[src/rtl/mdio_pkg.sv]
package mdio_pkg;
  localparam int FRAME_BITS = 64;
  localparam int IDX_W      = 6;
  localparam int DATA_W     = 16;
  localparam int RD_RELEASE = 46;   // first bit index the master releases on a read

  typedef enum logic {SEL_CMD = 1'b0, SEL_DATA = 1'b1} reg_sel_e;

  function automatic logic [FRAME_BITS-1:0] build_frame(
      input logic              is_read,
      input logic [4:0]        phy,
      input logic [4:0]        regn,
      input logic [DATA_W-1:0] wdata);
    logic [1:0] op;
    op = is_read ? 2'b10 : 2'b01;
    return {32'hFFFF_FFFF, 2'b01, op, phy, regn, 2'b10,
            is_read ? {DATA_W{1'b0}} : wdata};
  endfunction
endpackage

[src/rtl/mdio_clkgen.sv]
module mdio_clkgen #(
  parameter int CODE_W = 4
) (
  input  logic              clk,
  input  logic              rst_n,
  input  logic              en,
  input  logic [CODE_W-1:0] code,
  output logic              mdc,
  output logic              rise_p,
  output logic              fall_p
);
  localparam int CNT_W = CODE_W + 1;

  logic [CNT_W-1:0] cnt;
  logic [CNT_W-1:0] half_m1;
  logic             wrap;

  // half period = 2*(code+1) cycles
  assign half_m1 = {code, 1'b1};
  assign wrap    = en && (cnt == half_m1);
  assign rise_p  = wrap && !mdc;
  assign fall_p  = wrap && mdc;

  always_ff @(posedge clk) begin
    if (!rst_n || !en) begin
      cnt <= '0;
      mdc <= 1'b0;
    end else if (wrap) begin
      cnt <= '0;
      mdc <= ~mdc;
    end else begin
      cnt <= cnt + 1'b1;
    end
  end

  a_r9_count_in_range: assert property (@(posedge clk) disable iff (!rst_n)
    en |-> (cnt <= half_m1));
endmodule

[src/rtl/mdio_frame.sv]
module mdio_frame
  import mdio_pkg::*;
(
  input  logic              clk,
  input  logic              rst_n,
  input  logic              start,
  input  logic              is_read,
  input  logic [4:0]        phy,
  input  logic [4:0]        regn,
  input  logic [DATA_W-1:0] wdata,
  input  logic              rise_p,
  input  logic              fall_p,
  input  logic              mdio_i,
  output logic              mdio_o,
  output logic              mdio_oe,
  output logic              done,
  output logic [DATA_W-1:0] rdata
);
  logic                  active;
  logic                  rd_q;
  logic [IDX_W-1:0]      idx;
  logic [FRAME_BITS-1:0] shreg;

  assign mdio_o  = shreg[FRAME_BITS-1];
  assign mdio_oe = active && !(rd_q && (idx >= IDX_W'(RD_RELEASE)));
  assign done    = active && fall_p && (idx == IDX_W'(FRAME_BITS-1));

  always_ff @(posedge clk) begin
    if (!rst_n) begin
      active <= 1'b0;
      rd_q   <= 1'b0;
      idx    <= '0;
      shreg  <= '0;
      rdata  <= '0;
    end else if (start) begin
      active <= 1'b1;
      rd_q   <= is_read;
      idx    <= '0;
      shreg  <= build_frame(is_read, phy, regn, wdata);
    end else if (active) begin
      if (rise_p && rd_q)
        rdata <= {rdata[DATA_W-2:0], mdio_i};
      if (fall_p) begin
        if (done) begin
          active <= 1'b0;
          shreg  <= '0;
        end else begin
          idx   <= idx + 1'b1;
          shreg <= {shreg[FRAME_BITS-2:0], 1'b0};
        end
      end
    end
  end

  a_r7_released_on_read: assert property (@(posedge clk) disable iff (!rst_n)
    (active && rd_q && idx >= IDX_W'(RD_RELEASE)) |-> !mdio_oe);
  a_r6_no_start_when_active: assert property (@(posedge clk) disable iff (!rst_n)
    active |-> !start);
endmodule

[src/rtl/mdio_mgmt_master.sv]
module mdio_mgmt_master
  import mdio_pkg::*;
#(
  parameter bit ALT_OPCODE     = 1'b0,
  parameter int CMD_W          = 20,
  parameter int PHY_LSB        = 11,
  parameter int REG_LSB        = 6,
  parameter int CLK_LSB_LEGACY = 2,
  parameter int CLK_LSB_ALT    = 16,
  parameter int CODE_W         = 4
) (
  input  logic             clk,
  input  logic             rst_n,
  input  logic             reg_wr,
  input  logic             reg_sel,
  input  logic [CMD_W-1:0] reg_wdata,
  output logic [CMD_W-1:0] reg_rdata,
  output logic             mdc,
  output logic             mdio_o,
  output logic             mdio_oe,
  input  logic             mdio_i
);
  localparam int CLK_LSB = ALT_OPCODE ? CLK_LSB_ALT : CLK_LSB_LEGACY;

  logic              busy;
  logic [CMD_W-1:0]  cmd_q;
  logic [DATA_W-1:0] data_q;
  logic [CODE_W-1:0] code_q;
  logic              rd_q;
  logic              op_valid, op_read;
  logic              cmd_wr, data_wr, start;
  logic              rise_p, fall_p, done;
  logic [DATA_W-1:0] cap;

  generate
    if (ALT_OPCODE) begin : g_alt_op
      assign op_valid = reg_wdata[2];     // 01 write, 11 read
      assign op_read  = reg_wdata[3];
    end else begin : g_legacy_op
      assign op_valid = 1'b1;
      assign op_read  = ~reg_wdata[1];
    end
  endgenerate

  assign cmd_wr  = reg_wr && (reg_sel == SEL_CMD) && !busy;
  assign data_wr = reg_wr && (reg_sel == SEL_DATA) && !busy;
  assign start   = cmd_wr && reg_wdata[0] && op_valid;

  always_ff @(posedge clk) begin
    if (!rst_n) begin
      busy   <= 1'b0;
      cmd_q  <= '0;
      data_q <= '0;
      code_q <= '0;
      rd_q   <= 1'b0;
    end else begin
      if (cmd_wr) begin
        cmd_q  <= {reg_wdata[CMD_W-1:1], 1'b0};
        code_q <= reg_wdata[CLK_LSB +: CODE_W];
        rd_q   <= op_read;
      end
      if (start)
        busy <= 1'b1;
      else if (done)
        busy <= 1'b0;
      if (done && rd_q)
        data_q <= cap;
      else if (data_wr)
        data_q <= reg_wdata[DATA_W-1:0];
    end
  end

  assign reg_rdata = (reg_sel == SEL_DATA) ? CMD_W'(data_q)
                                           : {cmd_q[CMD_W-1:1], busy};

  mdio_clkgen #(.CODE_W(CODE_W)) u_clk (
    .clk    (clk),
    .rst_n  (rst_n),
    .en     (busy),
    .code   (code_q),
    .mdc    (mdc),
    .rise_p (rise_p),
    .fall_p (fall_p)
  );

  mdio_frame u_frame (
    .clk     (clk),
    .rst_n   (rst_n),
    .start   (start),
    .is_read (op_read),
    .phy     (reg_wdata[PHY_LSB +: 5]),
    .regn    (reg_wdata[REG_LSB +: 5]),
    .wdata   (data_q),
    .rise_p  (rise_p),
    .fall_p  (fall_p),
    .mdio_i  (mdio_i),
    .mdio_o  (mdio_o),
    .mdio_oe (mdio_oe),
    .done    (done),
    .rdata   (cap)
  );

  a_r6_mdc_idle_low: assert property (@(posedge clk) disable iff (!rst_n)
    !busy |-> !mdc);
  a_r6_mdio_moves_low: assert property (@(posedge clk) disable iff (!rst_n)
    !$stable(mdio_o) |-> !mdc);
  a_r2_cmd_ignored_busy: assert property (@(posedge clk) disable iff (!rst_n)
    (busy && reg_wr && reg_sel == SEL_CMD) |=> $stable(cmd_q));
  a_r10_data_ignored_busy: assert property (@(posedge clk) disable iff (!rst_n)
    (busy && reg_wr && reg_sel == SEL_DATA && !done) |=> $stable(data_q));
  a_r7_idle_released: assert property (@(posedge clk) disable iff (!rst_n)
    !busy |-> !mdio_oe);
endmodule

[config.mk]
export PLATFORM = sky130hd
export DESIGN_NAME = mdio_mgmt_master
export DESIGN_NICKNAME = d
export VERILOG_FILES = /design/src/rtl/mdio_pkg.sv /design/src/rtl/mdio_clkgen.sv /design/src/rtl/mdio_frame.sv /design/src/rtl/mdio_mgmt_master.sv
export SDC_FILE = /design/constraint.sdc
export NUM_CORES = 1
export LEC_CHECK = 0
export BUFFER_PORTS_ARGS = -buffer_cell sky130_fd_sc_hd__buf_2
export CAP_MARGIN = 5
export CORE_UTILIZATION = 40
export CTS_BUF_LIST = sky130_fd_sc_hd__clkbuf_8 sky130_fd_sc_hd__clkbuf_16
export CTS_CLUSTER_DIAMETER = 200
export DETAILED_ROUTE_END_ITERATION = 10
export GPL_ROUTABILITY_DRIVEN = 0
export PLACE_DENSITY = 0.56
export SYNTH_ARGS = -nofsm -noshare
export SYNTH_HDL_FRONTEND = slang
export SYNTH_HIERARCHICAL = 1
export SYNTH_SLANG_ARGS = --single-unit
[constraint.sdc]
create_clock -name clk -period 3.4 [get_ports clk]
set_input_delay 0 -clock clk [delete_from_list [all_inputs] [get_ports clk]]
set_output_delay 0 -clock clk [all_outputs]
set_load 0.05 [all_outputs]
Word-level counts from Yosys, hierarchy flattened
Cells that the tools add are included.
Word-level totals
  output and inout bits: 23
  bits of input ports: 25
  word-level logic and storage cells: 68
  register bits after elaboration: 135
Cells by class
  $lt $le $gt $ge: 1
  bitwise operators: 6
  add/subtract/negate cells: 2
  multiplexer cells: 15
  equality and inequality tests: 2
  reduce and logical (&&, ||, !) cells: 29
Operator list (count)
  64-bit 2-to-1 mux: 4
  16-bit 2-to-1 mux: 3
  20-bit 2-to-1 mux: 1
  1-bit logical AND: 14
  2-bit nonzero test: 4
  6-bit by 1-bit adder with 6-bit output (second input constant): 1
  6-bit == test (second input constant): 1
  6-bit greater-or-equal comparator (second input constant): 1
  1-bit 2-to-1 mux: 6
  1-bit NOT: 6
  3-bit AND reduction: 2
  5-bit by 1-bit adder with 5-bit output (second input constant): 1
  5-bit == test: 1
  1-bit logical NOT: 4
  2-bit AND reduction: 2
  2-bit OR reduction: 2
  2-bit 2-to-1 mux: 1
  1-bit logical OR: 1

Depth between registers and ports, before layout
  depth after elaboration: 9
  gate-level depth with buffers: 11
  gate-level depth less buffers: 9

Hierarchy
The synthesis kept the hierarchy.
By module, submodules not included
  mdio_frame: area an instance 3901.2 µm², instances 1, cells an instance 467
  mdio_mgmt_master: area an instance 1697.9 µm², instances 1, cells an instance 206
  mdio_clkgen: area an instance 316.6 µm², instances 1, cells an instance 33

Worst setup path before layout
No wires, ideal clock.
  path type: register to register
  from: reg u_clk.cnt[3]
  to: reg data_q[11]
  arrival time: 2.469 ns
  setup slack: 0.794 ns
  stages on the path, launching flop included: 12
  data required time: 3.263 ns
  library setup time: 0.137 ns
  buffers on the path: 2
  cells stage by stage: dfxtp_1 > xor2_1 > or4_4 > nor2_4 > and2_1 > nand2_2 > buf_2 > nor3_1 > nand2_1 > clkbuf_1 > o21ai_0 > a31oi_1
On the way
  word-level cells in the longest chain between the ends: 7
  elaborated cells between the ends (all ways): 8
Ends and longest elaborated chain
  start, declared: RTL line mdio_clkgen.sv:14  | logic [CNT_W-1:0] cnt;
  start signal, assigned: RTL line mdio_clkgen.sv:32  | cnt <= cnt + 1'b1;
  5-bit == test *: RTL line mdio_clkgen.sv:20  | assign wrap = en && (cnt == half_m1);
  1-bit logical AND *: RTL line mdio_clkgen.sv:20
  1-bit logical AND *: RTL line mdio_clkgen.sv:22  | assign fall_p = wrap && mdc;
  named net fall_p: RTL line mdio_mgmt_master.sv:32  | logic rise_p, fall_p, done;
  1-bit logical AND * (2 in series): RTL line mdio_frame.sv:26  | assign done = active && fall_p && (idx == IDX_W'(FRAME_BITS-1));
  named net done: RTL line mdio_mgmt_master.sv:32
  1-bit logical AND *: RTL line mdio_mgmt_master.sv:66  | if (done && rd_q)
  16-bit 2-to-1 mux / 2-bit nonzero test (equally long branches)
  end signal, assigned: RTL line mdio_mgmt_master.sv:67  | data_q <= cap;
  end signal, assigned: RTL line mdio_mgmt_master.sv:69  | data_q <= reg_wdata[DATA_W-1:0];
  end, declared: RTL line mdio_mgmt_master.sv:27  | logic [DATA_W-1:0] data_q;
The timed path passes the listed nets; every way through them passes the cells marked *.
A chain may end at the register's enable or synchronous reset.

Worst setup path in the final report
  from: reg u_clk.cnt[3]
  to: reg data_q[1]
The elaborated chain is that of the path after synthesis.

==> flow_results.org <==
** Run status
- The flow ran to the end, and the final reports show no timing, DRC or antenna violations.

** Power
- Total Power :: 3.821 mW
- Worst vdd rail ir drop :: 0.4250 mV
- Net switching is 23.50% of the power.
- For this design the ratio of total power to cell area is 548.8 nW/um2.
- Fraction of power consumed by combinational cells :: 7.7%
- Seq pwr share :: 42.8%
- For this design the static power due to leakage is 2.551 nW.
- Cell internal power was estimated by the tool at 2.923 mW.
- Net switching power :: 0.8982 mW
- The clock network is responsible for 49.5% of the overall power.

** Route
- The routed layout has 5319 vias.
- The detail route stage leaves a number of antenna-violating nets equal to 0.
- In the routed layout, each cell is associated on average with a via count of 5.695.
- Wire per inst :: 16.35 um
- # DRC :: 0
- The pre-antenna-repair detailed-routing pass consisted of 5 iterations.
- First-iteration detailed-routing DRC count :: 314
- Total routed wirelength :: 15270 um

** Timing
- Max Transition Viols Final :: 0
- Setup repair after global routing missed its margin :: no
- Headroom to the max-slew limit came out at 44.37%.
- Slew of the pin with the lowest slew margin :: 832.4 ps
- The final hold violation count came to 0.
- WHS :: 23.03 ps
- Setup violations remaining at the end of the flow were counted as 0.
- Min Clock Period, post-route :: 3148 ps
- Worst-case clock skew :: 7.263 ps
- Static timing analysis puts the maximum clock frequency at 317.7 MHz.
- Portion of the clock cycle consumed by the worst path in the final layout :: 92.59%
- Summed over all failing endpoints, the final setup total negative slack is 0 ps.

** Yosys
- Share of synthesized flip-flops with an asynchronous set or reset :: 0%
- Sequential-to-total area share from yosys stat :: 44.33%
- The number of nets handed over by synthesis was 734.
- Of the post-synthesis cell area, the part taken by muxes is 3.892%.
- The Yosys step of the flow raised 6 warnings.
- The most used flip-flop cell after synthesis is sky130_fd_sc_hd__dfxtp_1.
- After Yosys synthesis, full adders, half adders and majority gates account for 0.6345% of the synthesized area.
- Total of flip-flops plus latches after synthesis :: 131
- EDFF count, synth :: 0
- Count of mapped cells out of synthesis :: 706
- The synthesized netlist occupies a cell area of 5916 um2.
- Mean area per synthesized cell :: 8.379 um2
- After Yosys synthesis, XOR and XNOR cells account for 0.8883% of the synthesized area.
- The synthesized netlist contains 54 unique library cells.
- After synthesis, the largest family of logic cells by area is compound AO/OA/AOI/OAI gates.
- Of the total synthesized cell area, the portion taken by AND, OR, NAND and NOR gates is 14.81%.
- Summing the areas of all compound-gate instances in the mapped netlist gives 29.44% of the synthesized area.

** Min path
- Worst Hold Launch :: rst_n
- In this run the worst hold path is classified as in2reg.

** Die
- In this run the vertical extent of the chip is 123.6 um.
- Die extent in x :: 123.6 um
- The floorplan step defined a die boundary enclosing 15280 um2.
- For this configuration, the core starts out at a cell density of 40.86%.
- The core region is 14480 um2.
- The initialized floorplan defines 44 standard-cell rows.
- IO Count :: 48

** Global routing
- Global-route wire length before repair :: 23830 um
- Via count of the first global-routing pass :: 4778
- Maximum number of pins on one net before global-route repair :: 63
- Final global-route overflow total :: 0
- The initial antenna violation count came to 0.
- Total global-route track usage :: 20.36%

** Placement
- The placed instances occupy a cell area of 6137 um2.
- PortBufs :: 47
- After legalization and detailed placement, the total HPWL measured 9132 um.

** Setup path
- Reg2reg setup slack :: 250 ps
- STA classifies the critical path endpoint as a flip-flop.
- Worst reg2reg path startpoint :: u_clk/cnt[3]
- STA puts the critical path data required time at 3640 ps.
- STA classifies the critical path startpoint as a flip-flop.
- Capturing element of the worst setup path :: data_q[1]
- Of all nets on the critical path, the largest fanout is 30.
- At the worst endpoint, the arrival time is 3390 ps.
- Path type of the worst setup path :: reg2reg
- The most critical setup path has its startpoint at u_clk/cnt[3].
- The endpoint identified for the worst register-to-register timing path is data_q[1].
- Length in cells of the worst reg-to-reg path :: 9

** CTS
- In this run the post-CTS setup repair buffer count came out at 0.
- The H-tree generated during clock tree synthesis spans 4 levels.
- The later pin in the worst-skew pair is clocked with a latency of 420 ps.
- Resized cells post-CTS :: 0
- For this design, the sink count on the clock tree is 131.
- CTS max path bufs :: 2
- The tree is rooted in a sky130_fd_sc_hd__clkbuf_16.
- Num CTS Buffers :: 17
- TritonCTS built the clock tree.
- Clock-pin slew was measured on the worst setup and hold paths at 60 ps.

** Cells and area
- Final-layout fill cell count :: 1438
- In the final layout, the multi-input gates occupy 2939 um2.
- Cells with a size suffix above 1 make up 15.47% of the layout.
- Area growth from synthesis to layout :: 17.70%
- After routing the design area is 6963 um2.
- Measured on the finished design, the core utilization comes to 48.09%.
- In the final layout, flip-flops and latches occupy 2623 um2.
- Final-stage net count :: 765
- The repair_antennas step left the layout with diodes totalling 0.

** Job
- Count of maximum capacitance violations :: 0
## power by group through the flow
stage          combinational, mW  sequential (mW)  clock (mW)
6_report                   0.294             1.64        1.89
5_1_grt                    0.321             1.64        2.01
4_1_cts                    0.294             1.64        1.94
3_5_place_dp               0.275             1.67           0
3_3_place_gp               0.269             1.67           0
2_1_floorplan              0.210             1.66           0
## layer usage
layer,track usage (%),vias to the layer above,routed length (um)
li1,-,2603,-
met5,0,-,0
met4,8.208,0,273
met3,5.037,18,654
met1,26.41,2580,7047
met2,32.29,118,7298
## cells in the mapped netlist (2+ instances only)
cell type	instances	area (um2)
sky130_fd_sc_hd__nor2b_1	25	156.4
sky130_fd_sc_hd__buf_6	3	33.78
sky130_fd_sc_hd__nand2_2	2	12.51
sky130_fd_sc_hd__nor3_1	4	20.02
sky130_fd_sc_hd__a22oi_1	4	30.03
sky130_fd_sc_hd__a31oi_1	19	118.9
sky130_fd_sc_hd__inv_1	5	18.77
sky130_fd_sc_hd__buf_4	9	67.56
sky130_fd_sc_hd__a21boi_1	10	75.07
sky130_fd_sc_hd__a21oi_1	132	660.6
sky130_fd_sc_hd__and3_1	2	12.51
sky130_fd_sc_hd__o211ai_1	43	322.8
sky130_fd_sc_hd__o21ai_0	37	185.2
sky130_fd_sc_hd__mux2_2	16	180.2
sky130_fd_sc_hd__buf_2	22	110.1
sky130_fd_sc_hd__o21ai_1	4	20.02
sky130_fd_sc_hd__o22ai_1	6	37.54
sky130_fd_sc_hd__a211oi_1	3	22.52
sky130_fd_sc_hd__nand3_1	8	40.04
sky130_fd_sc_hd__buf_1	5	18.77
sky130_fd_sc_hd__ha_1	3	37.54
sky130_fd_sc_hd__nand2_1	117	439.2
sky130_fd_sc_hd__nand2b_1	3	18.77
sky130_fd_sc_hd__mux2i_1	5	50.05
sky130_fd_sc_hd__clkbuf_1	26	97.59
sky130_fd_sc_hd__a21boi_0	9	67.56
sky130_fd_sc_hd__and2_1	6	37.54
sky130_fd_sc_hd__nor2_1	4	15.01
sky130_fd_sc_hd__dfxtp_1	131	2623
sky130_fd_sc_hd__o221ai_1	15	131.4
sky130_fd_sc_hd__xor2_1	5	43.79
## cell usage in the layout (no fill, tap or decap), drive strengths merged, types with 3 or more instances in the layout
| master | synthesis | final |
|---|---|---|
| dfxtp | 131 | 131 |
| dlygate4sd3 | 0 | 21 |
| clkinvlp | 0 | 3 |
| a211oi | 3 | 3 |
| mux2i | 5 | 5 |
| clkbuf | 27 | 17 |
| and2 | 6 | 6 |
| nor2 | 5 | 5 |
| o211ai | 43 | 43 |
| buf | 39 | 57 |
| inv | 6 | 6 |
| mux2 | 16 | 16 |
| a21boi | 19 | 19 |
| o221ai | 15 | 15 |
| nand2b | 3 | 3 |
| xor2 | 5 | 5 |
| o22ai | 6 | 6 |
| bufinv | 0 | 4 |
| a22oi | 4 | 4 |
| clkinv | 0 | 8 |
| ha | 3 | 3 |
| o21ai | 42 | 42 |
| a31oi | 19 | 19 |
| nand3 | 9 | 9 |
| nor2b | 25 | 25 |
| a21oi | 132 | 132 |
| nor3 | 4 | 4 |
| nand2 | 119 | 119 |
## registers in the layout (all words and copies together) (netlist names)
| register | cells |
|---|---|
| cmd_q | 16 |
| u_frame/idx | 6 |
| rd_q | 1 |
| u_frame/rdata | 16 |
| data_q | 16 |
| u_frame/rd_q | 1 |
| u_clk/mdc | 1 |
| u_clk/cnt | 5 |
| busy | 1 |
| code_q | 3 |
| u_frame/active | 1 |
| u_frame/shreg | 64 |
## cell families (layout without fill, tap and decap cells)
| logic type | after synthesis | count (layout) |
|---|---|---|
| adders and majority gates | 3 | 3 |
| DFF | 131 | 131 |
| xor gates and xnor gates | 6 | 6 |
| AOI/OAI and AO/OA | 289 | 289 |
| buffers and inverters | 72 | 116 |
| and+or+nand+nor | 184 | 184 |
| muxes | 21 | 21 |
## worst min-delay path by stage
stage	to	cells past startpoint
3_5_place_dp	cmd_q[17]	3
5_1_grt	u_frame/rd_q	3
3_3_place_gp	cmd_q[17]	3
4_1_cts	u_frame/rd_q	3
2_1_floorplan	rd_q	1
6_report	u_frame/shreg[14]	3
## metrics by stage
| stage | cells | setup slack [ps] |
|---|---|---|
| 4_1_cts | 934 | 255.7 |
| 6_report | 934 | 252.0 |
| 2_1_floorplan | 706 | 794.3 |
| 3_5_place_dp | 881 | 312.5 |
| 5_1_grt | 934 | 5.761 |
| 3_3_place_gp | 881 | 516.3 |
## cell type report
class,count,share of cell area [%]
clock buffer,17,6.110
clock inverter,15,2.731
inverter,6,0.3235
multi-input combinational,503,42.21
sequential,131,37.66
tap,184,3.306
timing repair buffer,78,7.655
## what timing repair did
item,4_1_cts,5_1_grt
hold endpoints to repair,44,0
hold buffers,21,0
endpoints found under the setup margin,0,0
## critical path, stage by stage (launching register included)
cell,delay [ps]
sky130_fd_sc_hd__dfxtp_1,330
sky130_fd_sc_hd__xor2_1,170
sky130_fd_sc_hd__or4_4,590
sky130_fd_sc_hd__nor2_4,190
sky130_fd_sc_hd__and2_1,280
sky130_fd_sc_hd__nand2_2,80
sky130_fd_sc_hd__nor3_1,270
sky130_fd_sc_hd__nand2_1,540
sky130_fd_sc_hd__o21ai_0,440
sky130_fd_sc_hd__a31oi_1,90
Note: power is estimated with default switching activity, not from simulation.
